==> config.mk <==
export PLATFORM = sky130hd
export DESIGN_NAME = link_pm_ctrl
export DESIGN_NICKNAME = d
export VERILOG_FILES = /design/src/rtl/lpm_pkg.sv /design/src/rtl/lpm_req_check.sv /design/src/rtl/lpm_idle_timer.sv /design/src/rtl/lpm_state_core.sv /design/src/rtl/link_pm_ctrl.sv
export SDC_FILE = /design/constraint.sdc
export NUM_CORES = 1
export LEC_CHECK = 0
export ABC_CLOCK_PERIOD_IN_PS = 8520
export BUFFER_PORTS_ARGS = -buffer_cell sky130_fd_sc_hd__buf_2
export CAP_MARGIN = 10
export CORE_UTILIZATION = 58
export CTS_CLUSTER_DIAMETER = 40
export DETAILED_ROUTE_END_ITERATION = 10
export PLACE_DENSITY = 0.89
export SYNTH_ARGS = -nofsm -noshare
export SYNTH_HDL_FRONTEND = slang
export SYNTH_SLANG_ARGS = --single-unit
==> constraint.sdc <==
create_clock -name clk -period 8.52 [get_ports clk]
set_clock_uncertainty 0.2 [all_clocks]
set_input_delay 1.704 -clock clk [delete_from_list [all_inputs] [get_ports clk]]
set_output_delay 1.704 -clock clk [all_outputs]
set_load 0.1 [all_outputs]
==> src/rtl/lpm_pkg.sv <==
package lpm_pkg;
  localparam int CODE_W = 3;

  typedef enum logic [CODE_W-1:0] {
    ST_RESET = 3'd0,
    ST_READY = 3'd1,
    ST_M0    = 3'd2,
    ST_M1    = 3'd3,
    ST_M2    = 3'd4,
    ST_M3    = 3'd5
  } lpm_state_e;
endpackage

==> src/rtl/lpm_req_check.sv <==
// Decides whether a host state request is allowed from the current state.
module lpm_req_check
  import lpm_pkg::*;
(
  input  lpm_state_e        cur,
  input  logic              req_valid,
  input  logic [CODE_W-1:0] req_code,
  output logic              legal,
  output logic              bad
);
  logic allowed;

  always_comb begin
    allowed = 1'b0;
    unique case (cur)
      ST_READY:             allowed = (req_code == ST_M0);
      ST_M0, ST_M1, ST_M2:  allowed = (req_code == ST_M3);
      ST_M3:                allowed = (req_code == ST_M0);
      default:              allowed = 1'b0;
    endcase
  end

  assign legal = req_valid & allowed;
  assign bad   = req_valid & ~allowed;
endmodule

==> src/rtl/lpm_idle_timer.sv <==
// Counts consecutive idle link cycles in the active and light-suspend states.
module lpm_idle_timer
  import lpm_pkg::*;
#(
  parameter int CNT_W = 16
) (
  input  logic             clk,
  input  logic             rst,
  input  lpm_state_e       cur,
  input  logic             link_active,
  input  logic             restart,
  input  logic [CNT_W-1:0] m1_limit,
  input  logic [CNT_W-1:0] m2_limit,
  output logic             expire
);
  localparam logic [CNT_W-1:0] CNT_MAX = {CNT_W{1'b1}};

  logic [CNT_W-1:0] cnt_q;
  logic [CNT_W-1:0] limit;
  logic             counting;
  logic [CNT_W:0]   cnt_inc;

  assign counting = (cur == ST_M0) || (cur == ST_M1);
  assign limit    = (cur == ST_M1) ? m2_limit : m1_limit;
  assign cnt_inc  = {1'b0, cnt_q} + {{CNT_W{1'b0}}, 1'b1};
  assign expire   = counting && !link_active && (cnt_inc >= {1'b0, limit});

  always_ff @(posedge clk) begin
    if (rst || restart || !counting || link_active) begin
      cnt_q <= '0;
    end else if (cnt_q != CNT_MAX) begin
      cnt_q <= cnt_q + 1'b1;
    end
  end

  // activity always restarts the idle count
  p_idle_clear_r6: assert property (@(posedge clk) disable iff (rst)
    link_active |=> (cnt_q == '0));
endmodule

==> src/rtl/lpm_state_core.sv <==
// Six-state operating-state machine with registered outputs.
module lpm_state_core
  import lpm_pkg::*;
(
  input  logic              clk,
  input  logic              rst,
  input  logic              dev_ready,
  input  logic              link_active,
  input  logic              req_legal,
  input  logic              req_bad,
  input  logic              req_valid,
  input  logic [CODE_W-1:0] req_code,
  input  logic              chan_start,
  input  logic              expire,
  output lpm_state_e        state_q,
  output logic              restart,
  output logic              access_ok,
  output logic              chan_ok,
  output logic              trans_pulse,
  output logic              err_flag
);
  lpm_state_e nxt;

  always_comb begin
    nxt = state_q;
    unique case (state_q)
      ST_RESET: if (dev_ready) nxt = ST_READY;
      ST_READY: if (req_legal) nxt = lpm_state_e'(req_code);
      ST_M0: begin
        if (req_legal)   nxt = lpm_state_e'(req_code);
        else if (expire) nxt = ST_M1;
      end
      ST_M1: begin
        if (req_legal)        nxt = lpm_state_e'(req_code);
        else if (link_active) nxt = ST_M0;
        else if (expire)      nxt = ST_M2;
      end
      ST_M2: begin
        if (req_legal)        nxt = lpm_state_e'(req_code);
        else if (link_active) nxt = ST_M0;
      end
      ST_M3:    if (req_legal) nxt = lpm_state_e'(req_code);
      default:  nxt = ST_RESET;
    endcase
  end

  assign restart = (nxt != state_q);

  always_ff @(posedge clk) begin
    if (rst) begin
      state_q     <= ST_RESET;
      access_ok   <= 1'b0;
      chan_ok     <= 1'b0;
      trans_pulse <= 1'b0;
      err_flag    <= 1'b0;
    end else begin
      state_q     <= nxt;
      access_ok   <= (nxt != ST_RESET);
      chan_ok     <= chan_start && (state_q == ST_M0);
      trans_pulse <= restart;
      if (req_bad) err_flag <= 1'b1;
    end
  end

  // a strobe always accompanies a real change of state
  p_strobe_change_r11: assert property (@(posedge clk) disable iff (rst)
    trans_pulse |-> (state_q != $past(state_q)));

  // an accepted channel start traces back to the active state
  p_chan_gate_r4: assert property (@(posedge clk) disable iff (rst)
    chan_ok |-> $past(chan_start && state_q == ST_M0));

  // the host suspend state is only entered on a host request
  p_m3_by_host_r8: assert property (@(posedge clk) disable iff (rst)
    (state_q == ST_M3 && $past(state_q) != ST_M3)
      |-> $past(req_valid && req_code == ST_M3));

  // low power is reached only from light suspend
  p_m2_from_m1_r7: assert property (@(posedge clk) disable iff (rst)
    (state_q == ST_M2 && $past(state_q) != ST_M2) |-> ($past(state_q) == ST_M1));

  // the error flag never clears outside reset
  p_err_sticky_r10: assert property (@(posedge clk) disable iff (rst)
    err_flag |=> err_flag);

  // the reset state is only left for ready
  p_reset_exit_r2: assert property (@(posedge clk) disable iff (rst)
    ($past(state_q) == ST_RESET && state_q != ST_RESET) |-> (state_q == ST_READY));
endmodule

==> src/rtl/link_pm_ctrl.sv <==
module link_pm_ctrl
  import lpm_pkg::*;
#(
  parameter int CNT_W = 16
) (
  input  logic              clk,
  input  logic              rst,
  input  logic              dev_ready,
  input  logic              link_active,
  input  logic              req_valid,
  input  logic [2:0]        req_code,
  input  logic              chan_start,
  input  logic [CNT_W-1:0]  m1_limit,
  input  logic [CNT_W-1:0]  m2_limit,
  output logic [2:0]        state_o,
  output logic              access_ok,
  output logic              chan_ok,
  output logic              trans_pulse,
  output logic              err_flag
);
  lpm_state_e cur;
  logic       legal, bad, expire, restart;

  lpm_req_check u_check (
    .cur       (cur),
    .req_valid (req_valid),
    .req_code  (req_code),
    .legal     (legal),
    .bad       (bad)
  );

  lpm_idle_timer #(.CNT_W(CNT_W)) u_timer (
    .clk         (clk),
    .rst         (rst),
    .cur         (cur),
    .link_active (link_active),
    .restart     (restart),
    .m1_limit    (m1_limit),
    .m2_limit    (m2_limit),
    .expire      (expire)
  );

  lpm_state_core u_core (
    .clk         (clk),
    .rst         (rst),
    .dev_ready   (dev_ready),
    .link_active (link_active),
    .req_legal   (legal),
    .req_bad     (bad),
    .req_valid   (req_valid),
    .req_code    (req_code),
    .chan_start  (chan_start),
    .expire      (expire),
    .state_q     (cur),
    .restart     (restart),
    .access_ok   (access_ok),
    .chan_ok     (chan_ok),
    .trans_pulse (trans_pulse),
    .err_flag    (err_flag)
  );

  assign state_o = cur;
endmodule

==> flow_summary.toml, run 1 <==
[status]
outcome = "finished, final reports clean"

[synthesis]
netlist_area_um2 = 1906
synth_area_per_cell_um2 = 8.143
yosys_warnings = 0
synth_ff_type = "dfxtp_1"
synth_top_family_by_area = "simple AND/OR/NAND/NOR gates"
ys_seq_area_frac = 0.2416
ys_seq_elements = 23
synth-xor-area-share = 0.06894
syn_inst = 234
async_reset_ff_frac = 0
synth_edf_count = 0
syn_nets = 292
muxShareOfSynthArea = 0.1005
synth_compound_area_frac = 0.1694
yosys.cell_types.count = 51
synth-simple-area-share = 0.2502
yosys.area_share.adder = 0.1116

[worst_setup_path]
critical_path_class = "reg2reg"
critPathCaptureType = "register"
crit_path_start_kind = "register"
required_ns = 8.54
rr_worst_depth = 10
arrival_ns = 4.36
worst-path-max-fanout = 17

[power]
power_density_nw_per_um2 = 99.70
p_leak_nw = 1.147
irDropWorstVdd_v = 0.00007686
p_seq_frac = 0.522
intPower_w = 0.0001477
netSwitchingPower_w = 0.00007039
p_comb_frac = 0.249
clkPwrFrac = 0.229
swShare = 0.3228

[routing]
highest_layer = "met4"
ant_nets = 0
vias = 1841
via_per_inst = 5.735
drc = 0
dr_wl_met2_mm = 2.034
route.met3.wl_um = 206
wl_met1_mm = 1.959
firstDrtPassIters = 4
drt-initial-drc-count = 84
wl_mm = 4.278
wire_per_inst_um = 13.33

[finish]
final_common_cell = "buf_2"
area_growth_pct = 14.77
antenna_cells = 0
drive_gt1_frac = 0.2166
fill_cells = 263
nets = 336
register_area_um2 = 460.4
final_cell_mix = "buf_2 (47), dfxtp_1 (23), nor2_1 (22)"
multi_input_area_um2 = 1335

[sta]
fmax_ghz = 0.2305
slew_violations = 0
worst_pin_slew_ns = 1.060
min_period_ns = 4.339
hold_violations = 0
fin_crit_sh = 0.5093
slew-limit-headroom = 0.2914
setup_viol = 0
tns_ns = 0
whs_ns = 0.2911
rsz0062_at_grt = "no"

[clocking]
post_cts_buffers = 0
cts_max_level = 1
clk_path_buf_depth = 2
clkSinkCount = 23
hold_buffers = 0
cts_tree = "built"
insertion_delay_ns = 0.31
clk_pin_slew_ns = 0.13
root_buffer = "clkbuf_4"
post_cts_resize_count = 0
numCtsBuffers = 3

[global_route]
grt_pass1_vias = 1689
grt_max_degree = 20
grt_usage = 0.2623
antenna_found_initial = 0
grt_pass1_wl_mm = 7.058
grt_overflow = 0

[floorplan]
ios = 48
core_um2 = 3078
dieArea_um2 = 3519
die_h_um = 59.32
start_util = 0.6191
dieWidth_um = 59.32
rows = 20

[worst_hold_path]
hp-class = "reg2reg"
whs_path_depth = 2

[placed_design]
routabilityCongestion = 0.8167
io_buffers = 47
hpwl_mm = 3.434

[flow_run]
maxCapViolCount = 0
-- cell usage after synthesis (3+ instances only) --
cell type | number | area (µm²)
xnor2_1 | 8 | 70.07
inv_1 | 20 | 75.07
a21oi_1 | 21 | 105.1
o211ai_1 | 5 | 37.54
a211o_1 | 4 | 35.03
clkbuf_1 | 6 | 22.52
ha_1 | 17 | 212.7
nand4_1 | 5 | 31.28
nand3_1 | 8 | 40.04
nor2_1 | 22 | 82.58
dfxtp_1 | 23 | 460.4
xor2_1 | 7 | 61.31
o21ai_0 | 5 | 25.02
nor2b_1 | 5 | 31.28
nor3_1 | 5 | 25.02
nand2_1 | 12 | 45.04
mux2i_1 | 18 | 180.2
o22ai_1 | 3 | 18.77
and3_1 | 3 | 18.77
-- per-layer routing --
metal	track usage	vias to the layer above
met4	0.08163	0
li1	-	935
met1	0.3464	837
met2	0.4398	59
met3	0.03712	10
met5	0	-
-- layout make-up --
type / count / share of cell area
tap: 44 / 0.02517
clock buffer: 4 / 0.01201
timing repair buffer: 47 / 0.1076
inverter: 20 / 0.03432
sequential: 23 / 0.2105
multi-input combinational: 183 / 0.6104
-- final timing paths --
kind | endpoint | slack (ns) | start
setup / recovery | u_timer.cnt_q[5] | 4.18 | u_core.state_q[1]
hold reg to reg | u_core.err_flag | 0.29 | u_core.err_flag
hold / removal | u_core.err_flag | 0.29 | u_core.err_flag
setup reg to reg | u_timer.cnt_q[5] | 4.18 | u_core.state_q[1]
-- worst max-delay path, stage by stage (launching register included) --
cell	delay, ns
dfxtp_1	0.72
nand3b_1	0.84
mux2i_1	0.39
ha_1	0.28
a211oi_1	0.21
nor2_1	0.09
a2111oi_0	0.54
o22ai_1	0.21
nor3_1	0.22
nand3_2	0.30
a21oi_1	0.23
-- registers in the layout, indices dropped and copies added, names as in the netlist --
| signal | cells |
|---|---|
| u_core.state_q | 3 |
| u_timer.cnt_q | 16 |
| u_core.access_ok | 1 |
| u_core.trans_pulse | 1 |
| u_core.chan_ok | 1 |
| u_core.err_flag | 1 |
-- cells by family (layout without fill, tap and decap cells) --
kind of cell,after synthesis,count (layout)
adder cells (fa/ha/maj),17,17
XOR/XNOR,15,15
AND/OR/NAND/NOR,82,82
AO/OA/AOI/OAI,50,50
buffers and inverters,28,71
flip-flops,23,23
multiplexers,19,19
-- per-stage QoR --
| stage | util | power [W] | instance area (µm²) | setup slack [ns] | cells |
|---|---|---|---|---|---|
| CTS | 0.7106 | 0.0002191 | 2187 | 4.227 | 321 |
| global route | 0.7106 | 0.0002283 | 2187 | 3.713 | 321 |
| detailed placement | 0.7020 | 0.0001702 | 2161 | 4.242 | 317 |
| global placement | 0.7020 | 0.0001687 | 2161 | 4.295 | 317 |
| finish | 0.7106 | 0.0002181 | 2187 | 4.181 | 321 |
| floorplan | - | 0.0001531 | 1906 | 4.184 | 234 |
-- power groups by stage --
stage / clock (W) / combinational (W) / sequential [W]
CTS: 0.0000511 / 0.0000543 / 0.000114
floorplan: 0 / 0.0000222 / 0.000131
finish: 0.0000499 / 0.0000543 / 0.000114
global placement: 0 / 0.0000528 / 0.000116
global route: 0.0000555 / 0.0000584 / 0.000114
detailed placement: 0 / 0.0000541 / 0.000116
No activity file was read; power rests on OpenSTA's default activity.
==> run 2, diff against run 1 <==
- ABC_AREA: unset -> 1
- ABC_CLOCK_PERIOD_IN_PS: 8520 -> 4300
- CORE_UTILIZATION: 58 -> 54
- PLACE_DENSITY: 0.89 -> 0.83
- clock period: 8.52 -> 4.3 ns (I/O delays scaled with it)
==> flow_summary.toml, run 2 <==
[status]
outcome = "finished, final reports clean"

[synthesis]
async_reset_ff_frac = 0
yosys.cell_types.count = 32
syn_inst = 271
ys_seq_area_frac = 0.2258
yosysMostFrequentCell = "nand2_1"
yosys_warnings = 0
synth_ff_type = "dfxtp_1"
netlist_area_um2 = 2039
ys_seq_elements = 23
synth_edf_count = 0
synth_top_area_frac = 0.2258
synth.top_cells.by_count = "nand2_1 (47), nor2_1 (41), inv_1 (27)"
syn_nets = 329
yosys.area.top_type = "dfxtp_1"
synth_area_per_cell_um2 = 7.526
synth_area_leaders = "dfxtp_1 (23%), ha_1 (10%), nand2_1 (8.7%), mux2i_1 (7.9%), nor2_1 (7.5%)"

[finish]
drive_gt1_frac = 0.3003
nets = 382
final_core_util = 0.6851
final_cell_area_um2 = 2376
largest_reg_flops = 16
antenna_cells = 0
biggestRegsByFlops = "u_timer.cnt_q (16), u_core.state_q (3)"
final_cell_mix = "nand2_1 (47), buf_2 (47), nor2_1 (41)"
regMostFlops = "u_timer.cnt_q"
final_cells = 369
area_growth_pct = 16.50

[routing]
ant_nets = 0
wl_mm = 4.549
drc = 0
drt-initial-drc-count = 122
vias = 1879
via_per_inst = 5.092
wire_per_inst_um = 12.33
firstDrtPassIters = 4

[power]
power.total_w = 0.0004428
irDropWorstVdd_v = 0.0001877
power_density_nw_per_um2 = 186.4
p_leak_nw = 1.168

[clocking]
insertion_delay_ns = 0.27
numCtsBuffers = 3
post_cts_buffers = 0
post_cts_resize_count = 0
clk_path_buf_depth = 2
cts_tree = "built"
hold_buffers = 0
clkSinkCount = 23
root_buffer = "clkbuf_8"
cts_max_level = 1
clk_pin_slew_ns = 0.08

[worst_hold_path]
hp-class = "reg2reg"
hold-path-endpoint = "u_core.err_flag"
hold_start = "u_core.err_flag"
whs_path_depth = 2

[worst_setup_path]
reg2reg_from = "u_timer.cnt_q[0]"
rr_worst_depth = 22
path_common_cell = "nand2_2"
rrSetupSlack_ns = 0.50
required_ns = 4.29
crit_path_start_kind = "register"
crit_path_max_incr_delay_ns = 0.41
critical_path_class = "reg2reg"
crit_family = "simple AND/OR/NAND/NOR gates"
timing.rr.end = "u_timer.cnt_q[8]"
critPathCaptureType = "register"
crit_chain = "ha_1 -> nand3_2 -> nor2_2 -> nand2_1 -> nor3_1 -> nand2_1 -> xnor2_1 -> ha_1 -> nand2_1 -> nor2_1 -> nand2_1 -> nor2_2 -> nand2_2 -> nand3_2 -> nand3_1 -> nand2_2 -> nand2_2 -> nand2_2 -> nand2_2 -> nor2_4 -> nand4_4 -> nor2_1"
worst-path-max-fanout = 16
arrival_ns = 3.79
path_buf_inv = 0
crit_slowest_cell = "dfxtp_1"

[flow_run]
maxCapViolCount = 0

[sta]
worst_pin_slew_ns = 0.5089
slew-limit-headroom = 0.6601
fin_crit_sh = 0.8833
fmax_ghz = 0.2633
slew_violations = 0
tns_ns = 0
min_period_ns = 3.798
rsz0062_at_grt = "no"
hold_violations = 0
setup_viol = 0

[floorplan]
dieWidth_um = 63.46
dieArea_um2 = 4027
rows = 21
die_h_um = 63.46
start_util = 0.5880
core_um2 = 3468
ios = 48

[placed_design]
routabilityCongestion = 0.8992
dpl.cell_count = 365
hpwl_mm = 3.761
placed_area_um2 = 2331
io_buffers = 47

[global_route]
grt_max_degree = 17
grt_pass1_wl_mm = 7.962
grt_usage = 0.2486
antenna_found_initial = 0
grt_pass1_vias = 1875
grt_overflow = 0
==> run 2: metrics by stage <==
| step | hold WS [ns] | setup WS (ns) |
|---|---|---|
| final | 0.2862 | 0.5020 |
| after global routing | 0.3040 | 0.03855 |
| after CTS | 0.2891 | 0.4987 |
| after detailed placement | 0.2683 | 0.5251 |
| after global placement | 0.2483 | 0.6458 |
| after floorplan | 0.3595 | 0.1345 |
==> run 2: power by group <==
group | internal [W] | total (W) | switching [W]
Clock | 0.0000663 | 0.000138 | 0.0000719
Combinational | 0.0000298 | 0.0000863 | 0.0000564
Sequential | 0.000216 | 0.000218 | 0.00000248
Total | 0.000312 | 0.000443 | 0.000131
==> run 2: worst max path at each step <==
stage	startpoint	cells after the start	slack (ns)	to
2_1_floorplan	u_core.state_q[0]	20	0.13	u_timer.cnt_q[13]
3_3_place_gp	u_timer.cnt_q[0]	22	0.65	u_timer.cnt_q[10]
3_5_place_dp	u_timer.cnt_q[0]	22	0.53	u_timer.cnt_q[9]
4_1_cts	u_timer.cnt_q[0]	22	0.50	u_timer.cnt_q[8]
5_1_grt	u_timer.cnt_q[0]	24	0.04	u_timer.cnt_q[8]
6_report	u_timer.cnt_q[0]	22	0.50	u_timer.cnt_q[8]
==> run 2: cell families (layout without fill, tap and decap cells) <==
| group | Yosys count | after routing | share of synthesized area |
|---|---|---|---|
| multiplexers | 16 | 16 | 0.07853 |
| adder cells (fa/ha/maj) | 17 | 17 | 0.1043 |
| AND/OR/NAND/NOR | 156 | 156 | 0.4270 |
| buffers and inverters | 31 | 83 | 0.06626 |
| flip-flops | 23 | 23 | 0.2258 |
| AO/OA/AOI/OAI | 16 | 16 | 0.04662 |
| XOR/XNOR | 12 | 12 | 0.05153 |
==> run 2: area by class of cell <==
cell class / count / area (µm²)
Timing Repair Buffer: 50 / 257.7
Inverter: 29 / 111.4
Clock buffer: 4 / 45.04
Sequential cell: 23 / 460.4
Tap cell: 46 / 57.56
Multi-Input combinational cell: 217 / 1444
Fill cell: 317 / 1092
==> run 2: worst register-to-register path, delay by kind of cell, from the launching register on <==
family	cells	cell delay [ns]
xor+xnor	1	0.16
simple gates	19	2.41
fa+ha+maj	2	0.54
flops	1	0.41
==> run 2: layer usage <==
layer	GRT usage	part of all wire	wire [µm]
met1	0.2999	0.44	2010
met4	0.06818	0.018	81
met3	0.04891	0.048	217
met2	0.4415	0.49	2239
met5	0	0	0
==> run 3, diff against run 2 <==
- CORE_UTILIZATION: 54 -> 50
- GPL_TIMING_DRIVEN: unset -> 1
- PLACE_DENSITY: 0.83 -> 0.78
- SYNTH_HIERARCHICAL: unset -> 1
==> flow_summary.toml, run 3 <==
[clocking]
root_buffer = "clkbuf_8"
clk_pin_slew_ns = 0.09
clk_path_buf_depth = 2
insertion_delay_ns = 0.27
numCtsBuffers = 3
clkSinkCount = 23
post_cts_buffers = 0
cts_max_level = 1
cts_tree = "built"

[worst_setup_path]
required_ns = 4.30
crit_path_start_kind = "register"
arrival_ns = 3.97
critical_path_class = "reg2reg"
worst-path-max-fanout = 5
critPathCaptureType = "register"

[placed_design]
io_buffers = 47
hpwl_mm = 4.015
routabilityCongestion = 0.9165
place_ws_ns = 0.2225

[synthesis]
synth_area_per_cell_um2 = 6.607
ys_seq_area_frac = 0.2171
yosys.cell_types.count = 34
yosysMostFrequentCell = "nand2_1"
synth.top_cells.by_count = "nand2_1 (87), inv_1 (45), nand3_1 (24)"
netlist_area_um2 = 2121
synth_area_leaders = "dfxtp_1 (22%), nand2_1 (15%), ha_1 (10%), inv_1 (8.0%), mux2i_1 (7.1%)"
syn_nets = 379
ys_seq_elements = 23
yosys.area.top_type = "dfxtp_1"
synth_ff_type = "dfxtp_1"
async_reset_ff_frac = 0
yosys_warnings = 6
syn_inst = 321
synth_top_area_frac = 0.2171
synth_edf_count = 0

[floorplan]
start_util = 0.5264
die_h_um = 67.13
dieWidth_um = 67.13
dieArea_um2 = 4506
rows = 23
ios = 48
core_um2 = 4029

[finish]
largest_reg_flops = 16
area_growth_pct = 16.64
multi_input_area_um2 = 1428
nets = 430
final_core_util = 0.6140
fill_cells = 391
final_cell_mix = "nand2_1 (87), buf_2 (47), inv_1 (44)"
register_area_um2 = 462.9
antenna_cells = 0
drive_gt1_frac = 0.2615
biggestRegsByFlops = "u_timer/cnt_q (16), u_core/state_q (3)"
final_common_cell = "nand2_1"
regMostFlops = "u_timer/cnt_q"

[routing]
ant_nets = 0
wire_per_inst_um = 11.91
drc = 0
drt-initial-drc-count = 116
vias = 2140
wl_mm = 5.013
via_per_inst = 5.083
firstDrtPassIters = 5

[power]
irDropWorstVdd_v = 0.0001614
power_density_nw_per_um2 = 189.2
p_leak_nw = 1.427

[sta]
worst_pin_slew_ns = 0.4881
setup_viol = 0
fmax_ghz = 0.2518
setup_ws_ns = 0.3281
slew_violations = 0
min_period_ns = 3.972
slew-limit-headroom = 0.6768
fin_crit_sh = 0.9237
whs_ns = 0.2819
hold_violations = 0

[global_route]
grt_pass1_wl_mm = 8.404
grt_usage = 0.2470
grt_overflow = 0
grt_pass1_vias = 1919
grt_max_degree = 19
antenna_found_initial = 0

[flow_run]
maxCapViolCount = 0

[status]
outcome = "finished, final reports clean"

[worst_hold_path]
hp-class = "reg2reg"
run 3: cell types whose count changed after synthesis, moves of 8 or more:
| cell | before | now |
|---|---|---|
| a21oi_1 | 7 | 20 |
| inv_1 | 27 | 45 |
| nand2_1 | 47 | 87 |
| nand2_2 | 13 | 5 |
| nand3_1 | 15 | 24 |
| nor2_1 | 41 | 22 |
| nor2_4 | 13 | 2 |
run 3: metrics by stage:
stage	cells	setup TNS, ns	area (µm²)	power (W)
final	421	0	2474	0.0004681
after CTS	421	0	2461	0.0004715
after detailed placement	417	0	2412	0.0003319
after floorplan	321	0	2122	0.0002981
after global routing	421	-0.1348	2474	0.0004901
after global placement	417	0	2412	0.0003307
run 3: worst max-delay path, cell delays in order, from the launching register on:
cell and delay, ns:
dfxtp_1 0.37, ha_1 0.21, nand3_2 0.14, nor2_2 0.15, nand2_1 0.08, nor2_1 0.13
xnor2_1 0.16, inv_1 0.09, ha_1 0.32, nand2_1 0.10, nor4_1 0.29, nand2_1 0.15
a21oi_4 0.22, nand3_1 0.12, nand2_1 0.07, nand2_1 0.05, nand2_1 0.07, nand2_1 0.07
nand2_1 0.06, nand2_1 0.06, nor2_2 0.10, nand2_1 0.07, nor3_2 0.23, buf_4 0.18
o21ai_0 0.09, a21oi_1 0.13
run 3: layout make-up:
cell class                 count  share of cell area
multi-input combinational    239              0.5771
sequential                    23              0.1872
timing repair buffer          52              0.1103
inverter                      53             0.08043
tap                           50             0.02529
clock buffer                   3             0.01669
clock inverter                 1            0.003035
run 3: kinds of logic after synthesis:
kind of cell,share of synthesized area
and+or+nand+nor,0.3681
buffers and inverters,0.1150
xor gates and xnor gates,0.03717
AOI/OAI and AO/OA,0.08614
muxes,0.07610
adders and majority gates,0.1003
DFF,0.2171
run 3: report_power, final:
group          internal [W]  leakage (nW)  switching (W)
registers          0.000217         0.187     0.00000165
logic             0.0000367          1.22      0.0000726
clock network     0.0000657        0.0217      0.0000745
total              0.000319          1.43       0.000149
run 3: layer usage:
metal / wire (µm) / GRT usage / vias up
li1: - / - / 1117
met1: 2328 / 0.3241 / 939
met2: 2280 / 0.4125 / 74
met3: 315 / 0.03596 / 10
met4: 89 / 0.07447 / 0
met5: 0 / 0 / -
run 3: worst paths after layout:
check                                 startpoint                to  slack [ns]  cells after the start
worst max-delay path            u_timer/cnt_q[1]  u_timer/cnt_q[0]        0.33                     25
worst min-delay path            u_timer/cnt_q[0]  u_timer/cnt_q[0]        0.28                      1
worst max register to register  u_timer/cnt_q[1]  u_timer/cnt_q[0]        0.33                     25
worst min register to register  u_timer/cnt_q[0]  u_timer/cnt_q[0]        0.28                      1
run 3: timing repair:
action                     in CTS  in global routing
hold buffers                    0                  0
setup endpoints to repair       0                 12
resized for setup               0                  4
